<file path="src/rtl/iir1_pkg.sv">
package iir1_pkg;
    typedef enum logic [1:0] {
        ST_IDLE       = 2'd0,
        ST_MUL_BU     = 2'd1,
        ST_MUL_AX_ADD = 2'd2,
        ST_OUT        = 2'd3
    } iir1_state_e;
endpackage

</file>
<file path="src/rtl/iir1_ctrl.sv">
module iir1_ctrl
    import iir1_pkg::*;
(
    input  logic        clk,
    input  logic        rst_n,
    input  logic        in_valid,
    output iir1_state_e state_o,
    output logic        ready_o
);
    iir1_state_e st_d, st_q;

    always_comb begin
        st_d = st_q;
        unique case (st_q)
            ST_IDLE:       if (in_valid) st_d = ST_MUL_BU;
            ST_MUL_BU:     st_d = ST_MUL_AX_ADD;
            ST_MUL_AX_ADD: st_d = ST_OUT;
            ST_OUT:        st_d = ST_IDLE;
            default:       st_d = ST_IDLE;
        endcase
    end

    always_ff @(posedge clk) begin
        if (!rst_n) st_q <= ST_IDLE;
        else        st_q <= st_d;
    end

    assign state_o = st_q;
    assign ready_o = (st_q == ST_IDLE);
endmodule

</file>
<file path="src/rtl/iir1_mul.sv">
module iir1_mul #(
    parameter int W    = 16,
    parameter int FRAC = 15
) (
    input  logic                sel_ax,
    input  logic signed [W-1:0] coef_a,
    input  logic signed [W-1:0] coef_b,
    input  logic signed [W-1:0] samp_u,
    input  logic signed [W-1:0] state_x,
    output logic signed [W:0]   prod_t
);
    localparam int PW = 2 * W;

    logic signed [W-1:0]  opa, opb;
    logic signed [PW-1:0] prod;

    always_comb begin
        opa = sel_ax ? coef_a  : coef_b;
        opb = sel_ax ? state_x : samp_u;
    end

    assign prod   = opa * opb;
    assign prod_t = (W+1)'(prod >>> FRAC);
endmodule

</file>
<file path="src/rtl/iir1_sat_add.sv">
module iir1_sat_add #(
    parameter int W = 16
) (
    input  logic signed [W:0]   p0,
    input  logic signed [W:0]   p1,
    output logic signed [W-1:0] y
);
    localparam logic signed [W+1:0] HI = $signed({3'b000, {(W-1){1'b1}}});
    localparam logic signed [W+1:0] LO = $signed({3'b111, {(W-1){1'b0}}});

    logic signed [W+1:0] sum;

    always_comb begin
        sum = (W+2)'(p0) + (W+2)'(p1);
        if (sum > HI)      y = HI[W-1:0];
        else if (sum < LO) y = LO[W-1:0];
        else               y = sum[W-1:0];
    end
endmodule

</file>
<file path="src/rtl/iir1_shared.sv">
module iir1_shared
    import iir1_pkg::*;
#(
    parameter int W    = 16,
    parameter int FRAC = 15
) (
    input  logic                clk,
    input  logic                rst_n,
    input  logic                in_valid,
    output logic                in_ready,
    input  logic signed [W-1:0] in_data,
    input  logic signed [W-1:0] coef_a,
    input  logic signed [W-1:0] coef_b,
    output logic                out_valid,
    output logic signed [W-1:0] out_data
);
    typedef struct packed {
        logic signed [W-1:0] u;
        logic signed [W-1:0] a;
        logic signed [W-1:0] b;
        logic signed [W-1:0] x;
        logic signed [W:0]   hold;
    } dp_t;

    dp_t                 dp_d, dp_q;
    iir1_state_e         state;
    logic                accept;
    logic signed [W:0]   prod_t;
    logic signed [W-1:0] sum_sat;

    iir1_ctrl u_ctrl (
        .clk      (clk),
        .rst_n    (rst_n),
        .in_valid (in_valid),
        .state_o  (state),
        .ready_o  (in_ready)
    );

    iir1_mul #(.W(W), .FRAC(FRAC)) u_mul (
        .sel_ax  (state == ST_MUL_AX_ADD),
        .coef_a  (dp_q.a),
        .coef_b  (dp_q.b),
        .samp_u  (dp_q.u),
        .state_x (dp_q.x),
        .prod_t  (prod_t)
    );

    iir1_sat_add #(.W(W)) u_add (
        .p0 (dp_q.hold),
        .p1 (prod_t),
        .y  (sum_sat)
    );

    assign accept = in_valid && in_ready;

    always_comb begin
        dp_d = dp_q;
        if (accept) begin
            dp_d.u = in_data;
            dp_d.a = coef_a;
            dp_d.b = coef_b;
        end
        if (state == ST_MUL_BU)     dp_d.hold = prod_t;
        if (state == ST_MUL_AX_ADD) dp_d.x    = sum_sat;
    end

    always_ff @(posedge clk) begin
        if (!rst_n) dp_q <= '0;
        else        dp_q <= dp_d;
    end

    assign out_valid = (state == ST_OUT);
    assign out_data  = dp_q.x;
endmodule

</file>
<file path="config.mk">
export PLATFORM = sky130hd
export DESIGN_NAME = iir1_shared
export DESIGN_NICKNAME = d
export VERILOG_FILES = /design/src/rtl/iir1_pkg.sv /design/src/rtl/iir1_ctrl.sv /design/src/rtl/iir1_mul.sv /design/src/rtl/iir1_sat_add.sv /design/src/rtl/iir1_shared.sv
export SDC_FILE = /design/constraint.sdc
export NUM_CORES = 1
export LEC_CHECK = 0
export ABC_AREA = 1
export BUFFER_PORTS_ARGS = -buffer_cell sky130_fd_sc_hd__buf_2
export CAP_MARGIN = 25
export CORE_MARGIN = 5
export CORE_UTILIZATION = 65
export CTS_BUF_LIST = sky130_fd_sc_hd__clkbuf_4 sky130_fd_sc_hd__clkbuf_8
export DETAILED_ROUTE_END_ITERATION = 8
export PLACE_DENSITY = 0.95
export SLEW_MARGIN = 20
export SYNTH_ARGS = -nofsm -noshare
export SYNTH_HDL_FRONTEND = slang
export SYNTH_SLANG_ARGS = --single-unit
</file>
<file path="constraint.sdc">
create_clock -name clk -period 25.1 [get_ports clk]
set_clock_uncertainty 0.15 [all_clocks]
set_input_delay 2.51 -clock clk [delete_from_list [all_inputs] [get_ports clk]]
set_output_delay 2.51 -clock clk [all_outputs]
set_load 0.1 [all_outputs]
</file>
==> impl_metrics.json <==
{
  "status": "completed",
  "crit_slowest_cell": "ha_2",
  "cp_num_buf_inv": 8,
  "rsz0062_at_grt": "false",
  "numCtsBuffers": 9,
  "reg2reg_to": "out_data[3]",
  "critPathArrivalTime_ns": 10.17,
  "fin_cells": 2247,
  "synthDistinctLibCells": 49,
  "cts_resized": 0,
  "reg2reg_slack_ns": 15.08,
  "routedWlPerCell_um": 17.8,
  "timing.final.crit_share_pct": 39.9,
  "cts_tree": "yes",
  "critPathLaunch": "u_ctrl.state_o[0]",
  "tightest_slew_ns": 1.01,
  "startpoint_type": "flop",
  "drc": 0,
  "grt_max_degree": 77,
  "die_h_um": 160,
  "maxCapViolations": 0,
  "postCtsHoldBufs": 0,
  "min-delay-start": "dp_q[69]",
  "fmax_mhz": 99.8,
  "antenna_found_initial": 0,
  "viasPerCell": 5.78,
  "rows": 55,
  "cts_root_buffer": "clkbuf_8",
  "crit_path_end": "out_data[3]",
  "finalHoldViolations": 0,
  "syn_to_final_growth_pct": 4.27,
  "vias": 13000,
  "rr_worst_depth": 41,
  "finalSetupTns_ns": 0,
  "syn_nets": 2347,
  "die_area_um2": 25700,
  "r2r_start": "u_ctrl.state_o[0]",
  "grt_use_total_pct": 31.3,
  "firstDrtPassIters": 7,
  "required_ns": 25.25,
  "portBuffers": 68,
  "dr_wl_met2_um": 19200,
  "grt_pass1_vias": 13500,
  "cp_common_cell": "nand2_1",
  "synthCells": 1934,
  "drtIter0Drc": 1402,
  "synth_seq_cells": 83,
  "setup_viol": 0,
  "core_um2": 22400,
  "ys_seq_area_share_pct": 11.3,
  "ios": 69,
  "numClockSinks": 83,
  "clk_latency_ns": 0.38,
  "grt_pass1_wl_um": 64700,
  "path_clk_slew_ns": 0.11,
  "cp_top_family": "adder cells",
  "cts_setup_buffers": 0,
  "crit_cells": 41,
  "antenna_left": 0,
  "utilization_pct": 68.3,
  "place_hpwl_um": 33600,
  "routed-wl-met3_um": 4410,
  "crit_type": "flop to flop",
  "htreeDepth": 3,
  "hold_path_class": "flop to flop",
  "yosys_warnings": 0,
  "syn_area_per_cell_um2": 7.60,
  "start_util_pct": 65.5,
  "dieWidth_um": 160,
  "synth-async-reset-ratio_pct": 0,
  "cts_buffer_depth": 2,
  "end_kind": "flop",
  "wl_met1_um": 14000,
  "final.min_clock_period_ns": 10.02,
  "crit_fanout": 46,
  "postRouteWirelength_um": 40100,
  "synth_edf_count": 0,
  "syn_area_um2": 14700,
  "slew_viol_final": 0,
  "dr.max_layer_used": "met4",
  "cpPeakStageDelay_ns": 0.61,
  "drive_above_1_share_pct": 8.26,
  "placed_cells": 2230,
  "synth-main-ff-cell": "dfxtp_1",
  "grt-ovfl-total": 0,
  "final_nets": 2369,
  "gp_congestion": 1.03,
  "maxSlewHeadroom_pct": 32.0
}
==> worst min path at each step <==
stage | end | slack (ns) | cells past startpoint
final | dp_q[69] | 0.31 | 2
after global routing | dp_q[69] | 0.33 | 2
after CTS | dp_q[69] | 0.32 | 2
after detailed placement | dp_q[69] | 0.30 | 2
after global placement | dp_q[73] | 0.29 | 2
after floorplan | dp_q[39] | 0.27 | 2
==> registers in the layout (all words and copies together) (netlist names) <==
signal	cells
u_ctrl.state_o	2
dp_q	65
out_data	16
==> tightest hold or removal path, cell delays in order, from the launching register on <==
cell and delay [ns]:
dfxtp_1 0.32, inv_1 0.05, a21oi_1 0.05
==> per-stage QoR <==
| step | hold slack [ns] | instance area, um^2 | setup slack (ns) |
|---|---|---|---|
| global placement | 0.288 | 15100 | 15.53 |
| floorplan | 0.274 | 14700 | 17.21 |
| detailed placement | 0.300 | 15100 | 15.33 |
| CTS | 0.315 | 15300 | 15.25 |
| global route | 0.333 | 15300 | 14.55 |
| finish | 0.311 | 15300 | 15.08 |
==> cell usage after synthesis (9+ instances only) <==
master    instances  area (um^2)
inv_1           455         1710
nand2_1         353         1330
fa_1            262         5250
nor2_1          258          968
ha_1            100         1250
o21ai_0          96          480
dfxtp_1          83         1660
a21oi_1          80          400
nand3_1          41          205
clkbuf_1         38          143
nand2_2          21          131
buf_4            16          120
o21ai_1          11         55.1
a21oi_4          10          163
buf_2             9         45.0
nor3_1            9         45.0
o21ai_2           9         78.8
xor2_1            9         78.8
==> area by class of cell <==
type / instances / area [um^2]
inverter: 462 / 1730
multi-input combinational: 1320 / 11000
clock inverter: 7 / 68.8
clock buffer: 9 / 124
timing repair buffer: 80 / 430
antenna: 1 / 2.50
fill: 1727 / 7100
sequential: 83 / 1660
tap: 285 / 357
==> routing by layer <==
metal / vias to the layer above / track usage (%)
met3: 210 / 6.21
met1: 6193 / 38.4
met2: 824 / 52.6
li1: 5753 / -
met5: - / 0
met4: 0 / 16.4
==> placed cells by master, fill, tap and decap left out, types with 3 or more instances in the layout <==
cell type / Yosys / layout
fa_1: 262 / 262
nor4_1: 3 / 3
a21oi_4: 10 / 10
o21bai_1: 7 / 7
nand3_1: 41 / 41
xor2_2: 5 / 5
nand2_2: 21 / 21
clkinv_1: 4 / 4
inv_1: 455 / 455
o21a_1: 3 / 3
a21boi_0: 3 / 3
or2_2: 6 / 6
o21ai_1: 11 / 12
clkbuf_8: 0 / 9
ha_1: 100 / 99
inv_2: 3 / 3
nand2_1: 353 / 352
o21ai_2: 9 / 9
nor3_1: 9 / 9
a21oi_1: 80 / 80
o21ai_0: 96 / 95
dfxtp_1: 83 / 83
nor2_1: 258 / 258
buf_2: 9 / 68
inv_8: 0 / 4
xnor2_1: 7 / 7
a21o_1: 3 / 3
xor2_1: 9 / 9
buf_4: 16 / 12
nand3_2: 3 / 3
==> kinds of logic (layout without fill, tap and decap cells) <==
family | Yosys count | count (layout) | share of synthesized area, %
simple gates | 707 | 707 | 19.4
buf+inv | 531 | 558 | 14.3
fa+ha+maj | 362 | 362 | 44.2
compound gates | 230 | 230 | 9.30
flops | 83 | 83 | 11.3
xor+xnor | 21 | 21 | 1.51
other cells | 0 | 1 | 0
Power is not shown: default switching activity piles up to over one toggle a cycle in this logic, so the estimate is an artifact.
